### src/rtl/rca_pkg.sv
package rca_pkg;
  typedef enum logic [1:0] {
    OP_ACT  = 2'd0,
    OP_COPY = 2'd1,
    OP_MAJ  = 2'd2,
    OP_NOT  = 2'd3
  } rcaOp_e;

  typedef struct packed {
    logic   latch;
    logic   commit;
    logic   precharge;
    rcaOp_e op;
  } rcaStrobe_t;
endpackage

### src/rtl/rca_ctrl.sv
module rca_ctrl
  import rca_pkg::*;
#(
  parameter int NUM_ROWS    = 16,
  parameter int NUM_COMPUTE = 4,
  parameter int NUM_DCC     = 2,
  parameter int ROW_AW      = 4
) (
  input  logic              clk,
  input  logic              rstN,
  input  logic              cmdValid,
  input  logic [1:0]        cmdOp,
  input  logic [ROW_AW-1:0] cmdRowA,
  input  logic [ROW_AW-1:0] cmdRowB,
  input  logic [ROW_AW-1:0] cmdRowC,
  output logic              busy,
  output logic              done,
  output logic              cmdErr,
  output rcaStrobe_t        strb,
  output logic [ROW_AW-1:0] rowA,
  output logic [ROW_AW-1:0] rowB,
  output logic [ROW_AW-1:0] rowC
);
  localparam int COMPUTE_BASE = NUM_ROWS - NUM_COMPUTE;
  localparam int DCC_BASE     = COMPUTE_BASE - NUM_DCC;

  typedef enum logic [2:0] {
    ST_IDLE, ST_ACT, ST_SENSE, ST_RESTORE, ST_PRE
  } state_e;

  state_e state;
  rcaOp_e opReg;
  logic   errReg;
  logic   accept;
  logic   badCmd;

  function automatic logic inCompute(input logic [ROW_AW-1:0] r);
    return (int'(r) >= COMPUTE_BASE) && (int'(r) < NUM_ROWS);
  endfunction

  function automatic logic inDcc(input logic [ROW_AW-1:0] r);
    return (int'(r) >= DCC_BASE) && (int'(r) < COMPUTE_BASE);
  endfunction

  function automatic logic inRange(input logic [ROW_AW-1:0] r);
    return int'(r) < NUM_ROWS;
  endfunction

  assign accept = cmdValid && (state == ST_IDLE);

  always_comb begin
    unique case (rcaOp_e'(cmdOp))
      OP_ACT:  badCmd = !inRange(cmdRowA);
      OP_COPY: badCmd = !inRange(cmdRowA) || !inRange(cmdRowB);
      OP_MAJ:  badCmd = !inCompute(cmdRowA) || !inCompute(cmdRowB) || !inCompute(cmdRowC);
      OP_NOT:  badCmd = !inRange(cmdRowA) || !inDcc(cmdRowB);
      default: badCmd = 1'b1;
    endcase
  end

  always_ff @(posedge clk or negedge rstN) begin
    if (!rstN) begin
      state  <= ST_IDLE;
      opReg  <= OP_ACT;
      errReg <= 1'b0;
      rowA   <= '0;
      rowB   <= '0;
      rowC   <= '0;
    end else begin
      unique case (state)
        ST_IDLE: if (accept) begin
          state  <= ST_ACT;
          opReg  <= rcaOp_e'(cmdOp);
          errReg <= badCmd;
          rowA   <= cmdRowA;
          rowB   <= cmdRowB;
          rowC   <= cmdRowC;
        end
        ST_ACT:     state <= ST_SENSE;
        ST_SENSE:   state <= ST_RESTORE;
        ST_RESTORE: state <= ST_PRE;
        ST_PRE:     state <= ST_IDLE;
        default:    state <= ST_IDLE;
      endcase
    end
  end

  assign busy   = (state != ST_IDLE);
  assign done   = (state == ST_PRE);
  assign cmdErr = (state == ST_PRE) && errReg;

  always_comb begin
    strb.latch     = (state == ST_ACT) && !errReg;
    strb.commit    = (state == ST_RESTORE) && !errReg;
    strb.precharge = (state == ST_PRE);
    strb.op        = opReg;
  end

  AST_ACCEPT_RAISES_BUSY: assert property (@(posedge clk) disable iff (!rstN)
    (cmdValid && !busy) |=> busy) else $error("accept");
  AST_DONE_ENDS_BUSY: assert property (@(posedge clk) disable iff (!rstN)
    done |=> (!busy && !done)) else $error("done");
  AST_ERR_ONLY_WITH_DONE: assert property (@(posedge clk) disable iff (!rstN)
    cmdErr |-> done) else $error("err");
  AST_ROWS_HELD_WHILE_BUSY: assert property (@(posedge clk) disable iff (!rstN)
    (busy && !done) |=> ($stable(rowA) && $stable(rowB) && $stable(rowC))) else $error("rows");
endmodule

### src/rtl/rca_datapath.sv
module rca_datapath
  import rca_pkg::*;
#(
  parameter int NUM_ROWS = 16,
  parameter int ROW_W    = 32,
  parameter int ROW_AW   = 4
) (
  input  logic              clk,
  input  logic              rstN,
  input  rcaStrobe_t        strb,
  input  logic              busy,
  input  logic [ROW_AW-1:0] rowA,
  input  logic [ROW_AW-1:0] rowB,
  input  logic [ROW_AW-1:0] rowC,
  output logic [ROW_W-1:0]  senseOut,
  input  logic              hostEn,
  input  logic              hostWe,
  input  logic [ROW_AW-1:0] hostAddr,
  input  logic [ROW_W-1:0]  hostWdata,
  output logic              hostGrant,
  output logic [ROW_W-1:0]  hostRdata
);
  logic [NUM_ROWS-1:0][ROW_W-1:0] rows;
  logic [ROW_W-1:0] bitline;
  logic [ROW_W-1:0] majVal;
  logic [ROW_W-1:0] opA, opB, opC;
  logic [ROW_W-1:0] wrVal;

  assign opA    = rows[rowA];
  assign opB    = rows[rowB];
  assign opC    = rows[rowC];
  assign majVal = (opA & opB) | (opB & opC) | (opA & opC);

  // Bitline: precharged (zero) outside a command, sensed value inside.
  always_ff @(posedge clk or negedge rstN) begin
    if (!rstN) begin
      bitline <= '0;
    end else if (strb.latch) begin
      bitline <= (strb.op == OP_MAJ) ? majVal : opA;
    end else if (strb.precharge) begin
      bitline <= '0;
    end
  end

  assign wrVal     = (strb.op == OP_NOT) ? ~bitline : bitline;
  assign hostGrant = hostEn && !busy;
  assign hostRdata = hostGrant ? rows[hostAddr] : '0;
  assign senseOut  = bitline;

  for (genvar r = 0; r < NUM_ROWS; r++) begin : g_row
    logic hostHit;
    logic cmdHit;
    assign hostHit = hostGrant && hostWe && (hostAddr == ROW_AW'(r));
    always_comb begin
      unique case (strb.op)
        OP_ACT:  cmdHit = (rowA == ROW_AW'(r));
        OP_COPY: cmdHit = (rowB == ROW_AW'(r));
        OP_NOT:  cmdHit = (rowB == ROW_AW'(r));
        OP_MAJ:  cmdHit = (rowA == ROW_AW'(r)) || (rowB == ROW_AW'(r)) || (rowC == ROW_AW'(r));
        default: cmdHit = 1'b0;
      endcase
    end
    always_ff @(posedge clk or negedge rstN) begin
      if (!rstN) begin
        rows[r] <= '0;
      end else if (strb.commit && cmdHit) begin
        rows[r] <= wrVal;
      end else if (hostHit) begin
        rows[r] <= hostWdata;
      end
    end
  end

  AST_BUSY_ROWS_FROZEN: assert property (@(posedge clk) disable iff (!rstN)
    (busy && !strb.commit) |=> $stable(rows)) else $error("frozen");
  AST_IDLE_PRECHARGED: assert property (@(posedge clk) disable iff (!rstN)
    !busy |-> (senseOut == '0)) else $error("precharge");
  AST_MAJ_AGREE: assert property (@(posedge clk) disable iff (!rstN)
    (strb.commit && strb.op == OP_MAJ) |=> ((rows[rowA] == rows[rowB]) && (rows[rowB] == rows[rowC]))) else $error("maj");
  AST_NOT_COMPLEMENT: assert property (@(posedge clk) disable iff (!rstN)
    (strb.commit && strb.op == OP_NOT) |=> (rows[rowB] == ~senseOut)) else $error("not");
endmodule

### src/rtl/row_compute_array.sv
module row_compute_array
  import rca_pkg::*;
#(
  parameter int NUM_ROWS    = 16,
  parameter int ROW_W       = 32,
  parameter int NUM_COMPUTE = 4,
  parameter int NUM_DCC     = 2,
  parameter int ROW_AW      = $clog2(NUM_ROWS)
) (
  input  logic              clk,
  input  logic              rstN,
  input  logic              cmdValid,
  input  logic [1:0]        cmdOp,
  input  logic [ROW_AW-1:0] cmdRowA,
  input  logic [ROW_AW-1:0] cmdRowB,
  input  logic [ROW_AW-1:0] cmdRowC,
  output logic              busy,
  output logic              done,
  output logic              cmdErr,
  output logic [ROW_W-1:0]  senseOut,
  input  logic              hostEn,
  input  logic              hostWe,
  input  logic [ROW_AW-1:0] hostAddr,
  input  logic [ROW_W-1:0]  hostWdata,
  output logic              hostGrant,
  output logic [ROW_W-1:0]  hostRdata
);
  rcaStrobe_t        strb;
  logic [ROW_AW-1:0] rowA, rowB, rowC;

  rca_ctrl #(
    .NUM_ROWS(NUM_ROWS), .NUM_COMPUTE(NUM_COMPUTE), .NUM_DCC(NUM_DCC), .ROW_AW(ROW_AW)
  ) ctrl_i (
    .clk(clk), .rstN(rstN), .cmdValid(cmdValid), .cmdOp(cmdOp),
    .cmdRowA(cmdRowA), .cmdRowB(cmdRowB), .cmdRowC(cmdRowC),
    .busy(busy), .done(done), .cmdErr(cmdErr), .strb(strb),
    .rowA(rowA), .rowB(rowB), .rowC(rowC)
  );

  rca_datapath #(
    .NUM_ROWS(NUM_ROWS), .ROW_W(ROW_W), .ROW_AW(ROW_AW)
  ) dp_i (
    .clk(clk), .rstN(rstN), .strb(strb), .busy(busy),
    .rowA(rowA), .rowB(rowB), .rowC(rowC), .senseOut(senseOut),
    .hostEn(hostEn), .hostWe(hostWe), .hostAddr(hostAddr), .hostWdata(hostWdata),
    .hostGrant(hostGrant), .hostRdata(hostRdata)
  );
endmodule

### config.mk
export PLATFORM = sky130hd
export DESIGN_NAME = row_compute_array
export DESIGN_NICKNAME = d
export VERILOG_FILES = /design/src/rtl/rca_pkg.sv /design/src/rtl/rca_ctrl.sv /design/src/rtl/rca_datapath.sv /design/src/rtl/row_compute_array.sv
export SDC_FILE = /design/constraint.sdc
export NUM_CORES = 2
export LEC_CHECK = 0
export BUFFER_PORTS_ARGS = -buffer_cell sky130_fd_sc_hd__buf_4
export CAP_MARGIN = 20
export CELL_PAD_IN_SITES_DETAIL_PLACEMENT = 2
export CELL_PAD_IN_SITES_GLOBAL_PLACEMENT = 2
export CORE_MARGIN = 4
export CORE_UTILIZATION = 30
export CTS_BUF_LIST = sky130_fd_sc_hd__clkbuf_2
export CTS_CLUSTER_DIAMETER = 100
export DETAILED_ROUTE_END_ITERATION = 12
export PLACE_DENSITY_LB_ADDON = 0.05
export SKIP_LAST_GASP = 1
export SLEW_MARGIN = 20
export SYNTH_ARGS = -nofsm -noshare
export SYNTH_HDL_FRONTEND = slang
export SYNTH_SLANG_ARGS = --single-unit
export TNS_END_PERCENT = 1
### constraint.sdc
create_clock -name clk -period 4.2 [get_ports clk]
set_input_delay 0.42 -clock clk [delete_from_list [all_inputs] [get_ports clk]]
set_output_delay 0.42 -clock clk [all_outputs]
set_load 0.05 [all_outputs]
==> summary.md <==
| Metric | Value |
|---|---|
| WP data required | `3.78 ns` |
| Status | `complete, no violations` |
| Clk buf depth | `3` |
| CP Capture Type | `primary output` |
| Worst-Skew Late Latency | `1.68 ns` |
| FF-to-FF setup slack | `0.42 ns` |
| Clk Tree Root Cell | `clkbuf_2` |
| Tcrit/Tclk final | `0.957` |
| Initial antenna violation count | `12` |
| Global-route wire length before repair | `312 mm` |
| Peak supply drop | `0.880 mV` |
| Max Cap Violations | `0` |
| FILL cells | `14300` |
| Layout cells sized above 1 | `0.330` |
| Critical path class | `register to primary output` |
| FF-to-FF Start | `ctrl_i.state[2]` |
| Hold Worst Slack | `0.228 ns` |
| Mapped Nets | `3391` |
| Flops & latches, synth | `562` |
| Initial Util | `0.302` |
| Die Span Y | `383 um` |
| Synth-to-layout area growth | `15.7%` |
| Reg2reg end | `dp_i.rows[25]` |
| Final #Nets | `3569` |
| Non-filler cells, final | `5521` |
| I/O pin total | `123` |
| Remaining routing DRC violations | `0` |
| Power density over the cells | `834 nW/um2` |
| Total CTS buffers | `182` |
| Post-synthesis sequential area ratio | `0.333` |
| Synth Flop Type | `dfrtp_1` |
| Core Footprint | `140000 um2` |
| CTS tree | `yes` |
| Worst-path maximum fanout | `5` |
| Mapped Area | `42200 um2` |
| Final Critical Period | `4.02 ns` |
| Clk sinks | `562` |
| Syn. warnings | `0` |
| Arrival time at the worst endpoint | `3.60 ns` |
| Slew @ Worst Pin | `1.16 ns` |
| Number of detailed-route iterations in the first pass | `5` |
| Routed Antenna Nets | `0` |
| Distinct cells, synth | `53` |
| Fmax | `0.249 GHz` |
| Hold WC Path Type | `input pin to register` |
| WHS Endpoint | `ctrl_i.state[0]` |
| Final setup fails | `0` |
| DR vias/cell | `6.46` |
| PortBufs | `122` |
| H-tree depth | `4` |
| First DRT Iteration DRCs | `3269` |
| Via count | `35700` |
| Die footprint | `147000 um2` |
| Average wire per standard cell | `40.0 um` |
| Hold path depth | `5` |
| Hold Path Origin | `cmdValid` |
| Tot GR Track Use | `0.299` |
| FF-to-FF path depth | `9` |
| Max-slew headroom | `0.227` |
| Grt ovf | `0` |
| Clock skew | `0.119 ns` |
| Leakage | `21.0 nW` |
| GPL Wtd Cong | `0.808` |
| Die W | `383 um` |
| Avg Cell Area, Syn | `12.7 um2` |
| CP startpoint kind | `register` |
| Hold Fails Final Rpt | `0` |
| Post-synth ARST share | `1.00` |
| Vias in the first global route | `38400` |
| Syn Inst Count | `3336` |
| Dpl hpwl | `126 mm` |
| Largest net degree at the start of global routing | `106` |
| Number of placed instances, taps included | `5069` |
| Setup TNS | `0 ns` |
| Clock transition at the registers of the reported paths | `0.10 ns` |
| Final WL | `221 mm` |
| Post-synth EDFFs | `0` |
| Final Max Slew Viols | `0` |
| Std cell rows | `137` |
[power by group]
part	internal [W]	switching, W
Combinational	0.0110	0.0134
Sequential	0.00776	0.00363
Clock	0.00198	0.00294
Total	0.0207	0.0200
[metrics by stage]
step / power (W) / setup WS [ns] / utilization / instance area, um2
floorplan: 0.0263 / 1.25 / - / 42200
global placement: 0.0344 / 0.990 / 0.327 / 45700
detailed placement: 0.0353 / 0.913 / 0.328 / 45800
CTS: 0.0408 / -0.0659 / 0.349 / 48800
global route: 0.0431 / -0.0439 / 0.350 / 48800
finish: 0.0407 / 0.182 / 0.350 / 48900
[cells by family after synthesis]
kind of cell / count (synthesis) / share of synthesized area
muxes: 1269 / 0.463
DFF: 562 / 0.333
AOI/OAI and AO/OA: 557 / 0.101
and+or+nand+nor: 484 / 0.0534
buffers and inverters: 431 / 0.0433
xor gates and xnor gates: 33 / 0.00684
[repair_timing]
item / 4_1_cts / 5_1_grt
setup endpoints to repair: 33 / 1
buffers inserted: 7 / 0
endpoints found under the hold margin: 1090 / 0
pin swaps: 1 / 0
hold buffers: 129 / 0
resized for setup: 10 / 1
[synthesized netlist by cell type, drive strengths merged (6+ instances only)]
cell type,number,area (um2)
a22oi,193,1450
buf,192,932
a221o,162,1620
nor2b,48,300
nor4b,7,61.3
and2,41,257
dfrtp,562,14100
nor3,6,52.6
mux2i,712,7130
o21ai,47,235
mux4,545,12300
mux2,12,135
nand2,164,616
clkbuf,234,878
nand3,10,55.1
a21oi,108,541
a311oi,32,280
nor2,178,676
xor2,32,280
[registers in the layout, indices dropped and copies added (netlist names)]
| register | count |
|---|---|
| dp_i.senseOut | 32 |
| ctrl_i.rowC | 4 |
| dp_i.rows | 512 |
| ctrl_i.errReg | 1 |
| ctrl_i.rowA | 4 |
| ctrl_i.rowB | 4 |
| ctrl_i.state | 3 |
| ctrl_i.opReg | 2 |
[layer usage]
metal | global-route usage | routed length [um] | vias to the layer above
met2 | 0.472 | 102000 | 1544
li1 | - | - | 13800
met4 | 0.104 | 7900 | 0
met5 | 0 | 0 | -
met3 | 0.0572 | 14000 | 432
met1 | 0.412 | 96700 | 19900
[how the worst max path moves through the flow]
stage | to | start | slack (ns)
after floorplan | hostRdata[0] | hostAddr[0] | 1.25
after global placement | hostRdata[5] | ctrl_i.state[1] | 0.99
after detailed placement | dp_i.rows[222] | ctrl_i.state[1] | 0.91
after CTS | hostRdata[24] | dp_i.rows[344] | -0.07
after global routing | hostRdata[24] | dp_i.rows[344] | -0.04
final | hostRdata[7] | dp_i.rows[487] | 0.18
[critical path, cell delays in order (launching register included)]
cell     delay [ns]
dfrtp_1        0.45
mux4_2         0.51
mux4_2         0.50
and2_1         0.25
buf_4          0.22
[area by class of cell]
cell class              count  area, um2  area share
multi-input cells        2343      26700       0.546
flip-flops and latches    562      14100       0.288
repair buffers            420       4050      0.0829
well taps                1876       2350      0.0480
clock buffers             264       1320      0.0270
clock inverters            41        305     0.00625
inverters                   5       26.3    0.000538
diodes                     10       25.0    0.000512
[cell usage in the layout, fill, tap and decap left out, types with 42 or more instances in the layout]
| cell | instances |
|---|---|
| mux2i_1 | 712 |
| dfrtp_1 | 554 |
| mux4_2 | 545 |
| clkbuf_2 | 264 |
| buf_4 | 244 |
| a22oi_1 | 193 |
| nor2_1 | 165 |
| nand2_1 | 157 |
| a221o_1 | 156 |
| dlygate4sd3_1 | 128 |
| a21oi_1 | 107 |
| nor2b_1 | 42 |
| buf_12 | 42 |
No activity file was read; power rests on OpenSTA's default activity.
